--- config.mk ---
export PLATFORM = sky130hd
export DESIGN_NAME = ssp_irq_status
export DESIGN_NICKNAME = d
export VERILOG_FILES = /design/src/rtl/ssp_irq_pkg.sv /design/src/rtl/ssp_irq_level.sv /design/src/rtl/ssp_irq_sticky.sv /design/src/rtl/ssp_irq_regs.sv /design/src/rtl/ssp_irq_status.sv
export SDC_FILE = /design/constraint.sdc
export NUM_CORES = 1
export LEC_CHECK = 0
export CORE_MARGIN = 2
export CORE_UTILIZATION = 37
export DETAILED_ROUTE_END_ITERATION = 8
export PLACE_DENSITY_LB_ADDON = 0.05
export SYNTH_ARGS = -nofsm -noshare
export SYNTH_HDL_FRONTEND = slang
export SYNTH_SLANG_ARGS = --single-unit
--- constraint.sdc ---
create_clock -name clk -period 1 [get_ports clk]
set_input_delay 0.1 -clock clk [delete_from_list [all_inputs] [get_ports clk]]
set_output_delay 0.1 -clock clk [all_outputs]
set_load 0.03 [all_outputs]
--- src/rtl/ssp_irq_pkg.sv ---
package ssp_irq_pkg;
  localparam int STAT_W = 7;
  localparam int BUS_W  = 32;

  localparam int B_OVR   = 0;
  localparam int B_TOUT  = 1;
  localparam int B_RXTHR = 2;
  localparam int B_TXTHR = 3;
  localparam int B_DRX   = 4;
  localparam int B_DTX   = 5;
  localparam int B_EOT   = 6;

  typedef enum logic [1:0] {
    A_RAW    = 2'd0,
    A_MASK   = 2'd1,
    A_MASKED = 2'd2,
    A_CLEAR  = 2'd3
  } reg_addr_e;
endpackage

--- src/rtl/ssp_irq_level.sv ---
module ssp_irq_level #(
  parameter int DEPTH = 8,
  parameter int CNT_W = $clog2(DEPTH + 1)
) (
  input  logic             clk,
  input  logic             rst_n,
  input  logic [CNT_W-1:0] tx_level,
  input  logic [CNT_W-1:0] rx_level,
  output logic             tx_thr,
  output logic             rx_thr
);
  localparam logic [CNT_W-1:0] HALF = CNT_W'(DEPTH / 2);

  always_ff @(posedge clk) begin
    if (!rst_n) begin
      tx_thr <= 1'b1;
      rx_thr <= 1'b0;
    end else begin
      tx_thr <= (tx_level <= HALF);
      rx_thr <= (rx_level >= HALF);
    end
  end

  assert_tx_thr_drop_R4: assert property (@(posedge clk) disable iff (!rst_n)
    (tx_level > HALF) |=> !tx_thr);
  assert_rx_thr_drop_R5: assert property (@(posedge clk) disable iff (!rst_n)
    (rx_level < HALF) |=> !rx_thr);
endmodule

--- src/rtl/ssp_irq_sticky.sv ---
module ssp_irq_sticky #(
  parameter int N = 5
) (
  input  logic         clk,
  input  logic         rst_n,
  input  logic [N-1:0] set_i,
  input  logic [N-1:0] clr_i,
  output logic [N-1:0] flag_o
);
  for (genvar i = 0; i < N; i++) begin : g_flag
    always_ff @(posedge clk) begin
      if (!rst_n)         flag_o[i] <= 1'b0;
      else if (set_i[i])  flag_o[i] <= 1'b1;
      else if (clr_i[i])  flag_o[i] <= 1'b0;
    end

    assert_sticky_hold_R7: assert property (@(posedge clk) disable iff (!rst_n)
      (flag_o[i] && !clr_i[i]) |=> flag_o[i]);
    assert_set_wins_R9: assert property (@(posedge clk) disable iff (!rst_n)
      set_i[i] |=> flag_o[i]);
  end
endmodule

--- src/rtl/ssp_irq_regs.sv ---
module ssp_irq_regs
  import ssp_irq_pkg::*;
(
  input  logic              clk,
  input  logic              rst_n,
  input  logic              bus_wr,
  input  logic [1:0]        bus_addr,
  input  logic [STAT_W-1:0] bus_wdata,
  input  logic [STAT_W-1:0] raw,
  output logic [STAT_W-1:0] clr_req,
  output logic [BUS_W-1:0]  bus_rdata,
  output logic              irq
);
  logic [STAT_W-1:0] mask_q;
  logic [STAT_W-1:0] masked;

  always_ff @(posedge clk) begin
    if (!rst_n) mask_q <= '0;
    else if (bus_wr && bus_addr == A_MASK) mask_q <= bus_wdata;
  end

  assign masked  = raw & mask_q;
  assign irq     = |masked;
  assign clr_req = (bus_wr && bus_addr == A_CLEAR) ? bus_wdata : '0;

  always_comb begin
    bus_rdata = '0;
    case (reg_addr_e'(bus_addr))
      A_RAW:    bus_rdata[STAT_W-1:0] = raw;
      A_MASK:   bus_rdata[STAT_W-1:0] = mask_q;
      A_MASKED: bus_rdata[STAT_W-1:0] = masked;
      default:  bus_rdata = '0;
    endcase
  end

  assert_irq_quiet_R10: assert property (@(posedge clk) disable iff (!rst_n)
    (mask_q == '0) |-> !irq);
  assert_raw_write_ignored_R3: assert property (@(posedge clk) disable iff (!rst_n)
    (bus_wr && bus_addr == A_RAW) |=> $stable(mask_q));
endmodule

--- src/rtl/ssp_irq_status.sv ---
module ssp_irq_status
  import ssp_irq_pkg::*;
#(
  parameter int DEPTH = 8,
  parameter int CNT_W = $clog2(DEPTH + 1)
) (
  input  logic              clk,
  input  logic              rst_n,
  input  logic [CNT_W-1:0]  tx_level,
  input  logic [CNT_W-1:0]  rx_level,
  input  logic              rx_push,
  input  logic              rx_timeout,
  input  logic              dma_rx_done,
  input  logic              dma_tx_done,
  input  logic              eot_pulse,
  input  logic              bus_wr,
  input  logic [1:0]        bus_addr,
  input  logic [STAT_W-1:0] bus_wdata,
  output logic [BUS_W-1:0]  bus_rdata,
  output logic              irq
);
  localparam int NSTK = 5;
  localparam logic [CNT_W-1:0] FULL = CNT_W'(DEPTH);

  logic              tx_thr, rx_thr;
  logic [NSTK-1:0]   stk_set, stk_clr, stk_q;
  logic [STAT_W-1:0] raw, clr_req;
  logic              ovr_evt, eot_evt;

  assign ovr_evt = rx_push && (rx_level == FULL);
  assign eot_evt = eot_pulse && (tx_level == '0);

  // sticky slot order: ovr, tout, drx, dtx, eot
  assign stk_set = {eot_evt, dma_tx_done, dma_rx_done, rx_timeout, ovr_evt};
  assign stk_clr = {clr_req[B_EOT], clr_req[B_DTX], clr_req[B_DRX],
                    clr_req[B_TOUT], clr_req[B_OVR]};

  ssp_irq_level #(.DEPTH(DEPTH), .CNT_W(CNT_W)) level_i (
    .clk(clk), .rst_n(rst_n), .tx_level(tx_level), .rx_level(rx_level),
    .tx_thr(tx_thr), .rx_thr(rx_thr)
  );

  ssp_irq_sticky #(.N(NSTK)) sticky_i (
    .clk(clk), .rst_n(rst_n), .set_i(stk_set), .clr_i(stk_clr), .flag_o(stk_q)
  );

  always_comb begin
    raw          = '0;
    raw[B_OVR]   = stk_q[0];
    raw[B_TOUT]  = stk_q[1];
    raw[B_RXTHR] = rx_thr;
    raw[B_TXTHR] = tx_thr;
    raw[B_DRX]   = stk_q[2];
    raw[B_DTX]   = stk_q[3];
    raw[B_EOT]   = stk_q[4];
  end

  ssp_irq_regs regs_i (
    .clk(clk), .rst_n(rst_n), .bus_wr(bus_wr), .bus_addr(bus_addr),
    .bus_wdata(bus_wdata), .raw(raw), .clr_req(clr_req),
    .bus_rdata(bus_rdata), .irq(irq)
  );

  assert_eot_gate_R6: assert property (@(posedge clk) disable iff (!rst_n)
    (!raw[B_EOT] && !(eot_pulse && tx_level == '0)) |=> !raw[B_EOT]);
  assert_ovr_gate_R8: assert property (@(posedge clk) disable iff (!rst_n)
    (!raw[B_OVR] && !(rx_push && rx_level == FULL)) |=> !raw[B_OVR]);
endmodule

==> impl_metrics.tcl <==
set metrics [dict create \
    status "finished, violations left" \
    violations "setup timing" \
    worstSkewPairLatency_ns 0.28 \
    synthCells 108 \
    yosysUniqueCellTypes 31 \
    fin_cells 195 \
    synth_top_family_by_area "compound AO/OA/AOI/OAI gates" \
    holdWs_ns 0.384 \
    ir_worst_vdd_uv 659 \
    yosys_warnings 0 \
    synth_top_cell_by_area "dfxtp_1" \
    synthTopCellsByArea "dfxtp_1 (30%), buf_4 (21%), o21ai_2 (5.6%)" \
    synth-xor-area-share_pct 0 \
    globalRoute.totalOverflow 0 \
    start_util_pct 38.5 \
    dp_cells 187 \
    fp.dieW_um 54.6 \
    clockBufferDepth 2 \
    drc_errors 0 \
    synth_top_area_share_pct 29.6 \
    fin_nets 191 \
    setup_viol 8 \
    boundaryPins 58 \
    drv_cap 0 \
    synth_fa_ha_area_share_pct 0 \
    die-height_um 54.6 \
    crit_chain "a222oi_1 -> nand3_2 -> buf_6" \
    avgViaCountPerCell 4.55 \
    cts_root_buf "clkbuf_4" \
    place_congestion 0.802 \
    hold_buffers 0 \
    start_kind "flop" \
    min_period_ns 1.46 \
    slowest_delay_ns 0.47 \
    dr_total_vias 888 \
    synth_common_cells "buf_4 (26), dfxtp_1 (14), nand2_1 (9), o21ai_2 (6), nand3_1 (5)" \
    fillCellCount 246 \
    ys_seq_elements 14 \
    finClkSkew_ns 0 \
    antenna_found_initial 0 \
    setup_slack_ns -0.457 \
    grt_usage_pct 17.1 \
    synth_area_sq_um 946 \
    yosys_most_used_dff "dfxtp_1" \
    hold_violations 0 \
    clk_pin_slew_ns 0.08 \
    drt-pass1-iter-count 4 \
    cp-end-kind "output port" \
    port-buffer-count 32 \
    synthMuxAreaShare_pct 0 \
    layout-drive-gt1-share_pct 40.0 \
    wl_per_cell_um 11.5 \
    hold_path_class "primary input to flop" \
    cts.htree.levels 1 \
    pre_cts_slack_ns -0.541 \
    grt_pass1_vias 829 \
    slowest_stage "a222oi_1" \
    cts.sinks 14 \
    fmax_mhz 686 \
    die_area_sq_um 2980 \
    ant_nets 0 \
    hpwl_um 1720 \
    cts_tree "yes" \
    post-route-period-util_pct 146 \
    leakagePower_uw 0.000670 \
    routed_wl_um 2230 \
    area_growth_pct 57.1 \
    cp.arrival_ns 1.36 \
    worstPathRequired_ns 0.90 \
    synth-simple-area-share_pct 19.7 \
    p_per_area_nw_per_um2 1030 \
    grt_max_degree 15 \
    rsz0062_at_grt "yes" \
    rows 18 \
    drt_iter0_markers 18 \
    async_reset_ff_share_pct 0 \
    synth.most_common_cell "buf_4" \
    seq_area_frac_synth_pct 29.6 \
    avgSynthCellArea_sq_um 8.76 \
    n_antenna_cell 0 \
    synth-compound-area-share_pct 25.4 \
    core_sq_um 2450 \
    grt_pass1_wl_um 3520 \
    numCtsBuffers 3 \
    final-max-slew-violation-count 0 \
    path_max_fanout 2 \
    synth_enable_flop_cells 0 \
    critPathKind "flop to output port" \
]
[metal layers]
metal / part of all wire, % / vias up / global-route usage (%) / wire (um)
li1: - / 450 / - / -
met1: 41 / 392 / 18.3 / 921
met2: 49 / 41 / 30.5 / 1090
met3: 8.7 / 5 / 6.28 / 194
met4: 1.1 / 0 / 6.25 / 25
met5: 0 / - / 0 / 0
[per-stage QoR]
step                      TNS [ns]  cell area, sq um  total power [uW]  utilization (%)
after floorplan                  0              1040               952                -
after global placement       -8.20              1320              1070             53.7
after detailed placement     -8.36              1320              1080             53.7
after CTS                    -2.62              1470              1530             59.9
after global routing         -3.01              1490              1610             60.6
final                        -2.56              1490              1530             60.6
[what timing repair did]
item | CTS | global route
resized for setup | 37 | 4
buffers inserted | 6 | 0
endpoints found under the setup margin | 19 | 12
pin swaps | 11 | 4
[kinds of logic after synthesis]
kind of cell,count (synthesis)
compound gates,31
buf+inv,32
flops,14
other cells,1
simple gates,30
[worst paths after layout]
check | start | to | slack [ns] | cells past startpoint
hold / removal | bus_wdata[2] | regs_i.mask_q[2]$_SDFFE_PN0P_ | 0.38 | 3
setup reg to reg | sticky_i.flag_o[1]$_SDFFE_PN0P_ | sticky_i.flag_o[1]$_SDFFE_PN0P_ | 0.05 | 6
hold reg to reg | regs_i.mask_q[6]$_SDFFE_PN0P_ | regs_i.mask_q[6]$_SDFFE_PN0P_ | 0.56 | 3
setup / recovery | level_i.rx_thr$_SDFF_PN0_ | irq | -0.46 | 3
[cells in the final DEF (no fill, tap or decap), drive strengths merged]
cell           instances
buf                   33
conb                  25
clkdlybuf4s50         22
dfxtp                 14
o21ai                 11
nand2                  9
nand3                  8
a22o                   4
nand2b                 4
a32o                   4
clkbuf                 4
inv                    4
o21a                   3
a21o                   2
a22oi                  2
dlygate4sd2            2
nor2b                  2
nor2                   2
a21oi                  2
a222oi                 1
and3b                  1
and3                   1
nand3b                 1
nor4b                  1
a31o                   1
nor4bb                 1
a31oi                  1
[cell type report]
cell class                      count  area [sq um]  area share (%)
Inverter                            4          17.5            1.18
Timing Repair Buffer               57           542            36.4
Multi-Input combinational cell     86           566            38.0
Sequential cell                    14           288            19.4
Tap cell                           30          37.5            2.53
Clock buffer                        4          36.3            2.44
[where the power goes]
part | internal (uW) | switching (uW) | leakage, uW
Clock | 222 | 186 | 0.0000210
Sequential | 586 | 16.2 | 0.000117
Combinational | 235 | 285 | 0.000533
[worst max-delay path: cells and delay by family, from the launching register on]
kind                   cells  cell delay, ns
DFF                        1            0.33
buffers and inverters      1            0.16
and+or+nand+nor            1            0.11
AOI/OAI and AO/OA          1            0.47
[sequential cells by signal, indices dropped and copies added (netlist names)]
name and cells:
level_i.tx_thr 1, sticky_i.flag_o 5, regs_i.mask_q 7, level_i.rx_thr 1
Note: power is estimated with default switching activity, not from simulation.
